--- src/rtl/rat_pkg.sv ---
package rat_pkg;
    typedef enum logic {
        ENT_READY   = 1'b0,
        ENT_PENDING = 1'b1
    } ent_state_e;
endpackage

--- src/rtl/rat_entry.sv ---
module rat_entry
    import rat_pkg::*;
#(
    parameter int TAG_W  = 3,
    parameter int DATA_W = 16
) (
    input  logic              clk,
    input  logic              rst_n,
    input  logic              rename_en,
    input  logic [TAG_W-1:0]  rename_tag,
    input  logic              wb_valid,
    input  logic [TAG_W-1:0]  wb_tag,
    input  logic [DATA_W-1:0] wb_value,
    output logic              ent_valid,
    output logic [TAG_W-1:0]  ent_tag,
    output logic [DATA_W-1:0] ent_value
);
    ent_state_e        state_q, state_d;
    logic [TAG_W-1:0]  tag_q, tag_d;
    logic [DATA_W-1:0] value_q, value_d;
    logic              wb_hit;

    assign wb_hit = wb_valid && (wb_tag == tag_q);

    always_comb begin
        state_d = state_q;
        tag_d   = tag_q;
        value_d = value_q;
        unique case (state_q)
            ENT_READY: begin
                if (rename_en) begin          // T_RENAME
                    state_d = ENT_PENDING;
                    tag_d   = rename_tag;
                end
            end
            ENT_PENDING: begin
                if (rename_en) begin          // T_RETAG, rename has precedence
                    tag_d = rename_tag;
                end else if (wb_hit) begin    // T_CAPTURE
                    state_d = ENT_READY;
                    value_d = wb_value;
                end
            end
            default: state_d = ENT_READY;
        endcase
    end

    always_ff @(posedge clk) begin
        if (!rst_n) begin
            state_q <= ENT_READY;
            tag_q   <= '0;
            value_q <= '0;
        end else begin
            state_q <= state_d;
            tag_q   <= tag_d;
            value_q <= value_d;
        end
    end

    always_comb begin
        ent_valid = (state_q == ENT_READY);
        ent_tag   = tag_q;
        ent_value = value_q;
    end

    // a rename leaves the entry pending on the new tag
    a_r3_rename_pending: assert property (@(posedge clk) disable iff (!rst_n)
        rename_en |=> (state_q == ENT_PENDING) && (tag_q == $past(rename_tag)));

    // a matching broadcast on a waiting entry is captured
    a_r5_capture: assert property (@(posedge clk) disable iff (!rst_n)
        (!rename_en && state_q == ENT_PENDING && wb_valid && wb_tag == tag_q)
        |=> (state_q == ENT_READY) && (value_q == $past(wb_value)));

    // a non-matching broadcast leaves a waiting entry alone
    a_r6_mismatch_ignored: assert property (@(posedge clk) disable iff (!rst_n)
        (!rename_en && state_q == ENT_PENDING && !(wb_valid && wb_tag == tag_q))
        |=> (state_q == ENT_PENDING) && $stable(tag_q));

    // a ready entry keeps its value unless renamed
    a_r6_ready_holds: assert property (@(posedge clk) disable iff (!rst_n)
        (!rename_en && state_q == ENT_READY) |=> (state_q == ENT_READY) && $stable(value_q));
endmodule

--- src/rtl/rat_src_port.sv ---
module rat_src_port #(
    parameter int NUM_REGS = 6,
    parameter int REG_W    = 3,
    parameter int TAG_W    = 3,
    parameter int DATA_W   = 16
) (
    input  logic [REG_W-1:0]                 sel,
    input  logic [NUM_REGS-1:0]              valid_vec,
    input  logic [NUM_REGS-1:0][TAG_W-1:0]   tag_vec,
    input  logic [NUM_REGS-1:0][DATA_W-1:0]  value_vec,
    input  logic                             wb_valid,
    input  logic [TAG_W-1:0]                 wb_tag,
    input  logic [DATA_W-1:0]                wb_value,
    output logic                             ready,
    output logic [TAG_W-1:0]                 tag,
    output logic [DATA_W-1:0]                value
);
    logic              pick_valid;
    logic [TAG_W-1:0]  pick_tag;
    logic [DATA_W-1:0] pick_value;

    always_comb begin
        pick_valid = 1'b1;
        pick_tag   = '0;
        pick_value = '0;
        for (int i = 0; i < NUM_REGS; i++) begin
            if (sel == REG_W'(i)) begin
                pick_valid = valid_vec[i];
                pick_tag   = tag_vec[i];
                pick_value = value_vec[i];
            end
        end
    end

    always_comb begin
        ready = pick_valid;
        tag   = pick_tag;
        value = pick_value;
        if (!pick_valid && wb_valid && (wb_tag == pick_tag)) begin
            ready = 1'b1;          // same-cycle forward
            value = wb_value;
        end
    end
endmodule

--- src/rtl/tag_rename_table.sv ---
module tag_rename_table #(
    parameter int NUM_REGS = 6,
    parameter int NUM_TAGS = 6,
    parameter int DATA_W   = 16,
    localparam int REG_W   = $clog2(NUM_REGS),
    localparam int TAG_W   = $clog2(NUM_TAGS)
) (
    input  logic              clk,
    input  logic              rst_n,
    input  logic              disp_valid,
    input  logic [REG_W-1:0]  disp_dst,
    input  logic [TAG_W-1:0]  disp_tag,
    input  logic [REG_W-1:0]  src_a_sel,
    input  logic [REG_W-1:0]  src_b_sel,
    input  logic              wb_valid,
    input  logic [TAG_W-1:0]  wb_tag,
    input  logic [DATA_W-1:0] wb_value,
    output logic              src_a_ready,
    output logic [TAG_W-1:0]  src_a_tag,
    output logic [DATA_W-1:0] src_a_value,
    output logic              src_b_ready,
    output logic [TAG_W-1:0]  src_b_tag,
    output logic [DATA_W-1:0] src_b_value
);
    logic [NUM_REGS-1:0]             valid_vec;
    logic [NUM_REGS-1:0][TAG_W-1:0]  tag_vec;
    logic [NUM_REGS-1:0][DATA_W-1:0] value_vec;
    logic [NUM_REGS-1:0]             rename_en;

    for (genvar g = 0; g < NUM_REGS; g++) begin : g_entry
        assign rename_en[g] = disp_valid && (disp_dst == REG_W'(g));

        rat_entry #(.TAG_W(TAG_W), .DATA_W(DATA_W)) i_entry (
            .clk        (clk),
            .rst_n      (rst_n),
            .rename_en  (rename_en[g]),
            .rename_tag (disp_tag),
            .wb_valid   (wb_valid),
            .wb_tag     (wb_tag),
            .wb_value   (wb_value),
            .ent_valid  (valid_vec[g]),
            .ent_tag    (tag_vec[g]),
            .ent_value  (value_vec[g])
        );
    end

    rat_src_port #(.NUM_REGS(NUM_REGS), .REG_W(REG_W), .TAG_W(TAG_W), .DATA_W(DATA_W)) i_port_a (
        .sel(src_a_sel), .valid_vec(valid_vec), .tag_vec(tag_vec), .value_vec(value_vec),
        .wb_valid(wb_valid), .wb_tag(wb_tag), .wb_value(wb_value),
        .ready(src_a_ready), .tag(src_a_tag), .value(src_a_value)
    );

    rat_src_port #(.NUM_REGS(NUM_REGS), .REG_W(REG_W), .TAG_W(TAG_W), .DATA_W(DATA_W)) i_port_b (
        .sel(src_b_sel), .valid_vec(valid_vec), .tag_vec(tag_vec), .value_vec(value_vec),
        .wb_valid(wb_valid), .wb_tag(wb_tag), .wb_value(wb_value),
        .ready(src_b_ready), .tag(src_b_tag), .value(src_b_value)
    );

    // without a dispatch no register goes from ready to pending
    a_r10_no_dispatch_no_rename: assert property (@(posedge clk) disable iff (!rst_n)
        !disp_valid |=> (($past(valid_vec) & ~valid_vec) == '0));

    // a renamed register is never ready in the following cycle
    a_r8_rename_wins: assert property (@(posedge clk) disable iff (!rst_n)
        (disp_valid && disp_dst < REG_W'(NUM_REGS)) |=> !valid_vec[$past(disp_dst)]);
endmodule

--- config.mk ---
export PLATFORM = sky130hd
export DESIGN_NAME = tag_rename_table
export DESIGN_NICKNAME = d
export VERILOG_FILES = /design/src/rtl/rat_pkg.sv /design/src/rtl/rat_entry.sv /design/src/rtl/rat_src_port.sv /design/src/rtl/tag_rename_table.sv
export SDC_FILE = /design/constraint.sdc
export NUM_CORES = 1
export LEC_CHECK = 0
export BUFFER_PORTS_ARGS = -buffer_cell sky130_fd_sc_hd__buf_2
export CORE_ASPECT_RATIO = 1.25
export CORE_MARGIN = 5
export CORE_UTILIZATION = 60
export CTS_BUF_LIST = sky130_fd_sc_hd__clkbuf_8 sky130_fd_sc_hd__clkbuf_16
export DETAILED_ROUTE_END_ITERATION = 10
export GPL_ROUTABILITY_DRIVEN = 0
export PLACE_DENSITY = 0.83
export REMOVE_ABC_BUFFERS = 1
export SYNTH_ARGS = -nofsm -noshare
export SYNTH_HDL_FRONTEND = slang
export SYNTH_SLANG_ARGS = --single-unit
--- constraint.sdc ---
create_clock -name clk -period 3.1 [get_ports clk]
set_input_delay 0.62 -clock clk [delete_from_list [all_inputs] [get_ports clk]]
set_output_delay 0.62 -clock clk [all_outputs]
set_load 0.005 [all_outputs]
# Word level (Yosys, flattened, before mapping)
# Index checks and enable logic that the tools add are counted.
totals:
  ff_bits: 120
  inputBits: 35
  wordCells: 150
op_classes:
  eq_ne: 23
  n_mux: 70
  n_bitwise: 12
  n_reduce_logical: 27
op_table:
  columns: ["operator", "count"]
  rows:
  - ["16-bit 2-to-1 mux", 14]
  - ["3-bit 2-to-1 mux", 18]
  - ["1-bit 2-to-1 mux", 32]
  - ["3-bit == test", 8]
  - ["3-bit by 2-bit == test with 1-bit output (second input constant)", 6]
  - ["3-bit == test (second input constant)", 6]
  - ["3-bit AND reduction", 6]
  - ["1-bit logical AND", 16]
  - ["1-bit NOT", 12]
  - ["1-bit one-hot mux with 2 select lines", 6]
  - ["3-bit by 1-bit == test with 1-bit output (second input constant)", 3]
  - ["3-bit zero test", 3]
  - ["1-bit zero test", 2]

# Depth between registers and ports, before layout
logic_depth:
  ltp_word: 11
  depth_mapped: 9
  ltp_nobuf: 6

# Cells and area by module
# A second synthesis with hierarchy kept.
unflattened:
  cells_unflattened: 878
  area_unflattened_um2: 8037.7
modules_own_cells:
  columns: ["module", "n_inst", "cells_per_inst", "area_per_inst_um2", "seq_area_each_um2"]
  rows:
  - ["rat_entry", 6, 90, 840.8, 400.4]
  - ["rat_src_port", 2, 166, 1458.9, 0.0]
  - ["tag_rename_table", 1, 6, 75.1, 0.0]

# Least setup slack after synthesis
# Ideal clock, no wire load.
synth_path:
  path_kind: "input -> output"
  startpoint: "in wb_tag[1]"
  endpoint: "out src_b_value[11]"
  arrival_ns: 2.304
  path_slack_ns: 0.176
  stages: 8
  path_buffers: 2
  path_cell_list: "buf_2 xor2_1 o311ai_2 o311ai_1 a2111oi_4 nand4_4 buf_6 mux2i_1"
synth_via:
  elab_chain_len: 3
synth_lines:
  columns: ["element", "line", "source"]
  rows:
  - ["start: declaration", "tag_rename_table.sv:16", "input logic [TAG_W-1:0] wb_tag,"]
  - ["3-bit == test", "rat_src_port.sv:39", "if (!pick_valid && wb_valid && (wb_tag == pick_tag)) begin"]
  - ["1-bit logical AND", "rat_src_port.sv:39", null]
  - ["16-bit 2-to-1 mux", "rat_src_port.sv:39", null]
  - ["end: declaration", "tag_rename_table.sv:23", "output logic [DATA_W-1:0] src_b_value"]
# No other way between the ends.

# Worst setup path after layout
layout_path:
  startpoint: "in src_b_sel[1]"
  endpoint: "out src_b_value[9]"
layout_via:
  elab_chain_len: 11
  elab_cells_between_ends: 29
  classes_between: "6 x eq/ne; 19 x mux; 4 x reduce/logical"
layout_lines:
  columns: ["element", "line", "source"]
  rows:
  - ["start: declaration", "tag_rename_table.sv:14", "input logic [REG_W-1:0] src_b_sel,"]
  - ["branches (longest 10 deep; another with 3-bit zero test)", null, null]
  - ["16-bit 2-to-1 mux *", "rat_src_port.sv:39", null]
# Mark *: on every way between the ends.

==> results.md <==
- CP Data Arrival Time: 2560 ps
- Count of hold-fix buffers inserted at cts: 0
- PwrDens: 448 nW/um^2
- PortBufs: 74
- Width of the chip: 109 um
- Post-layout util: 0.761
- Insertion delay of the later-clocked pin in the worst-skew pair: 430 ps
- Hold crit path type: flop to flop
- Maximum root-to-sink buffer count: 2
- Synth Register Bits: 120
- Post-detail-place hpwl: 15.6 mm
- Mapped Avg Cell Area: 9.36 sq um
- Post-layout instance area: 9210 sq um
- Std-Cell Rows: 45
- Worst path max stage delay: 400 ps
- EDFF count, synth: 0
- Number of sinks handled by clock tree synthesis: 120
- Antenna violation net count after detailed routing: 0
- Root buffer selected by CTS: sky130_fd_sc_hd__clkbuf_16
- Synthesized-area fraction occupied by ao, oa, aoi and oai cells: 0.138
- Portion of the post-synthesis area used by sequential elements: 0.326
- Count of endpoints failing hold in the final timing report: 0
- Final global-route overflow total: 0
- Max-capacitance violation count: 0
- Clock tree from TritonCTS: done
- Number of global-route vias before repair: 7165
- Standard cell with the maximum stage delay on the critical path: sky130_fd_sc_hd__a311oi_2
- Most used DFF post-synth: sky130_fd_sc_hd__dfxtp_1
- Pre-CTS setup slack: -188 ps
- Timing-limited maximum frequency: 0.315 GHz
- Worst-Margin Slew: 764 ps
- Delay-heaviest family, CP: buffers and inverters
- Final total power: 4120 uW
- Routed length per instance: 22.8 um
- Fin crit share: 1.02
- Synth area leaders: sky130_fd_sc_hd__dfxtp_1 (33%), sky130_fd_sc_hd__mux2i_1 (25%), sky130_fd_sc_hd__nor2b_1 (11%)
- Initial Util: 0.609
- Clock transition at the registers of the reported paths: 50 ps
- Die ar.: 14600 sq um
- Crit path cell chain: buf_6 > buf_6 > mux2i_1 > nor3_1 > a311oi_2 > or3_1 > nand4_4 > buf_12 > mux2i_1 > buf_2
- XOR/XNOR share of the synthesized area: 0.0190
- Fraction of the mapped netlist area in simple logic gates: 0.178
- Distinct cells, synth: 54
- Headroom to the max-slew limit: 0.490
- Diode insertion count for antenna repair: 0
- Area occupied by multi-input gates: 4780 sq um
- Mean number of vias per cell: 6.59
- Adder-cell area share of the yosys netlist: 0
- Pin count of the biggest net entering global routing: 73
- Fillers: 746
- Final setup skew: 5.79 ps
- Dominant combinational cell family by area after synthesis: multiplexers
- Setup slack after layout: -77.2 ps
- Area leader, netlist: sky130_fd_sc_hd__dfxtp_1
- Crit. End Element: output pin
- Setup repair after global routing missed its margin: true
- Final Slew Violations: 0
- Total Routing Usage GR: 0.331
- Status: complete, but fails checks
- Number of remaining DRC errors: 0
- CTS buffer count: 17
- I/O pins: 75
- Proportion of layout cells with a drive suffix above 1: 0.279
- Failing checks: negative setup slack
- Final wirelength: 24.6 mm
- DR iter-0 viols: 810
- Instance area at placement: 8240 sq um
- Total number of vias: 7094
- Floorplan core area: 12100 sq um
- DIE HEIGHT: 134 um
- Most common library cells after synthesis: sky130_fd_sc_hd__mux2i_1 (183), sky130_fd_sc_hd__nor2b_1 (126), sky130_fd_sc_hd__dfxtp_1 (120)
- Net count of the finished layout: 935
- Antenna violations before repair: 0
- Synthesized instance count: 788
- Accumulated negative setup slack: -910 ps
- Total iterations of the first detailed-routing run: 6
- Share of synthesized area spent on multiplexers: 0.287
- Final setup violation count: 25
- Highest fanout seen on the critical path: 6
- Final min period: 3180 ps
- Global-route wire length before repair: 37.5 mm
- Mapped Area: 7370 sq um
- Area share of the largest cell type after synthesis: 0.326
- Classification of the worst setup path: input pin to output pin
- Critical path buffers and inverters: 4
- Req. time, crit path: 2480 ps
- Maximum VDD drop: 328 uV
- Synthesis-to-finish area growth: 24.9%
- Share of synthesized flip-flops with an asynchronous set or reset: 0
- Yosys synthesis warning count: 0
- Most common cell in the netlist: sky130_fd_sc_hd__mux2i_1
- FF/Latch Area: 2420 sq um
- Setup crit start kind: input pin
- Leak: 0.00357 uW
- H-tree depth: 4
==> layer usage <==
| metal | track usage | vias to the layer above | part of all wire |
|---|---|---|---|
| met4 | 0.227 | 0 | 0.075 |
| met2 | 0.533 | 525 | 0.47 |
| met1 | 0.378 | 3319 | 0.36 |
| li1 | - | 3068 | - |
| met5 | 0 | - | 0 |
| met3 | 0.0862 | 182 | 0.093 |
==> cells by family after synthesis <==
family | Yosys count
multiplexers | 200
AO/OA/AOI/OAI | 147
AND/OR/NAND/NOR | 222
buffers and inverters | 83
XOR/XNOR | 16
flip-flops | 120
==> layout by cell type (no fill, tap or decap), drive strengths merged, types with 7 or more instances in the layout <==
cell    netlist  routed
mux2i       183     183
mux2          9       9
buf          34     153
nor2b       126     126
o21ai        32      32
nor3b         7       7
nand4         8       8
mux4          8       8
clkinv        0       8
nor2         41      41
nand2        16      16
dfxtp       120     120
o221ai       26      26
a21oi        38      38
xnor2        15      15
a22oi        27      27
inv          21      23
clkbuf       28      19
==> worst reg2reg max path: cells and delay by family (launching register included) <==
family	cells	cell delay (ps)
compound gates	1	210
xor+xnor	1	200
buf+inv	1	360
flops	1	370
mux	1	280
simple gates	3	460
==> repair_timing <==
action / CTS / global route
cloned: 1 / 0
gates resized for setup: 49 / 30
setup buffers: 4 / 4
endpoints found under the setup margin: 34 / 34
pin swaps: 11 / 10
==> final timing paths <==
kind | start | end | slack (ps) | cells after the start
worst max register to register | g_entry[5].i_entry.ent_tag[1] | g_entry[5].i_entry.ent_value[10] | 1100 | 7
worst min register to register | g_entry[3].i_entry.state_q | g_entry[3].i_entry.state_q | 520 | 2
worst min-delay path | g_entry[3].i_entry.state_q | g_entry[3].i_entry.state_q | 520 | 2
worst max-delay path | src_b_sel[1] | src_b_value[9] | -80 | 10
==> sequential cells by signal, summed over array words and instances (netlist names) <==
| register | count |
|---|---|
| g_entry.i_entry.ent_value | 96 |
| g_entry.i_entry.ent_tag | 18 |
| g_entry.i_entry.state_q | 6 |
==> cell type report <==
cell class,instances,share of cell area
clock buffer,17,0.0462
clock inverter,15,0.0200
inverter,21,0.00856
multi-input combinational,585,0.519
sequential,120,0.263
tap,164,0.0223
timing repair buffer,155,0.121
==> per-stage QoR <==
step | std cells | hold slack [ps]
5_1_grt | 1077 | 551
3_3_place_gp | 1037 | 507
4_1_cts | 1073 | 517
2_1_floorplan | 726 | 466
6_report | 1077 | 524
3_5_place_dp | 1037 | 510
==> power by group <==
group,total (uW),switching [uW],internal [uW]
Combinational,492,282,210
Sequential,1570,15.2,1550
Clock,2060,733,1330
Power figures use the tool's default switching activity.
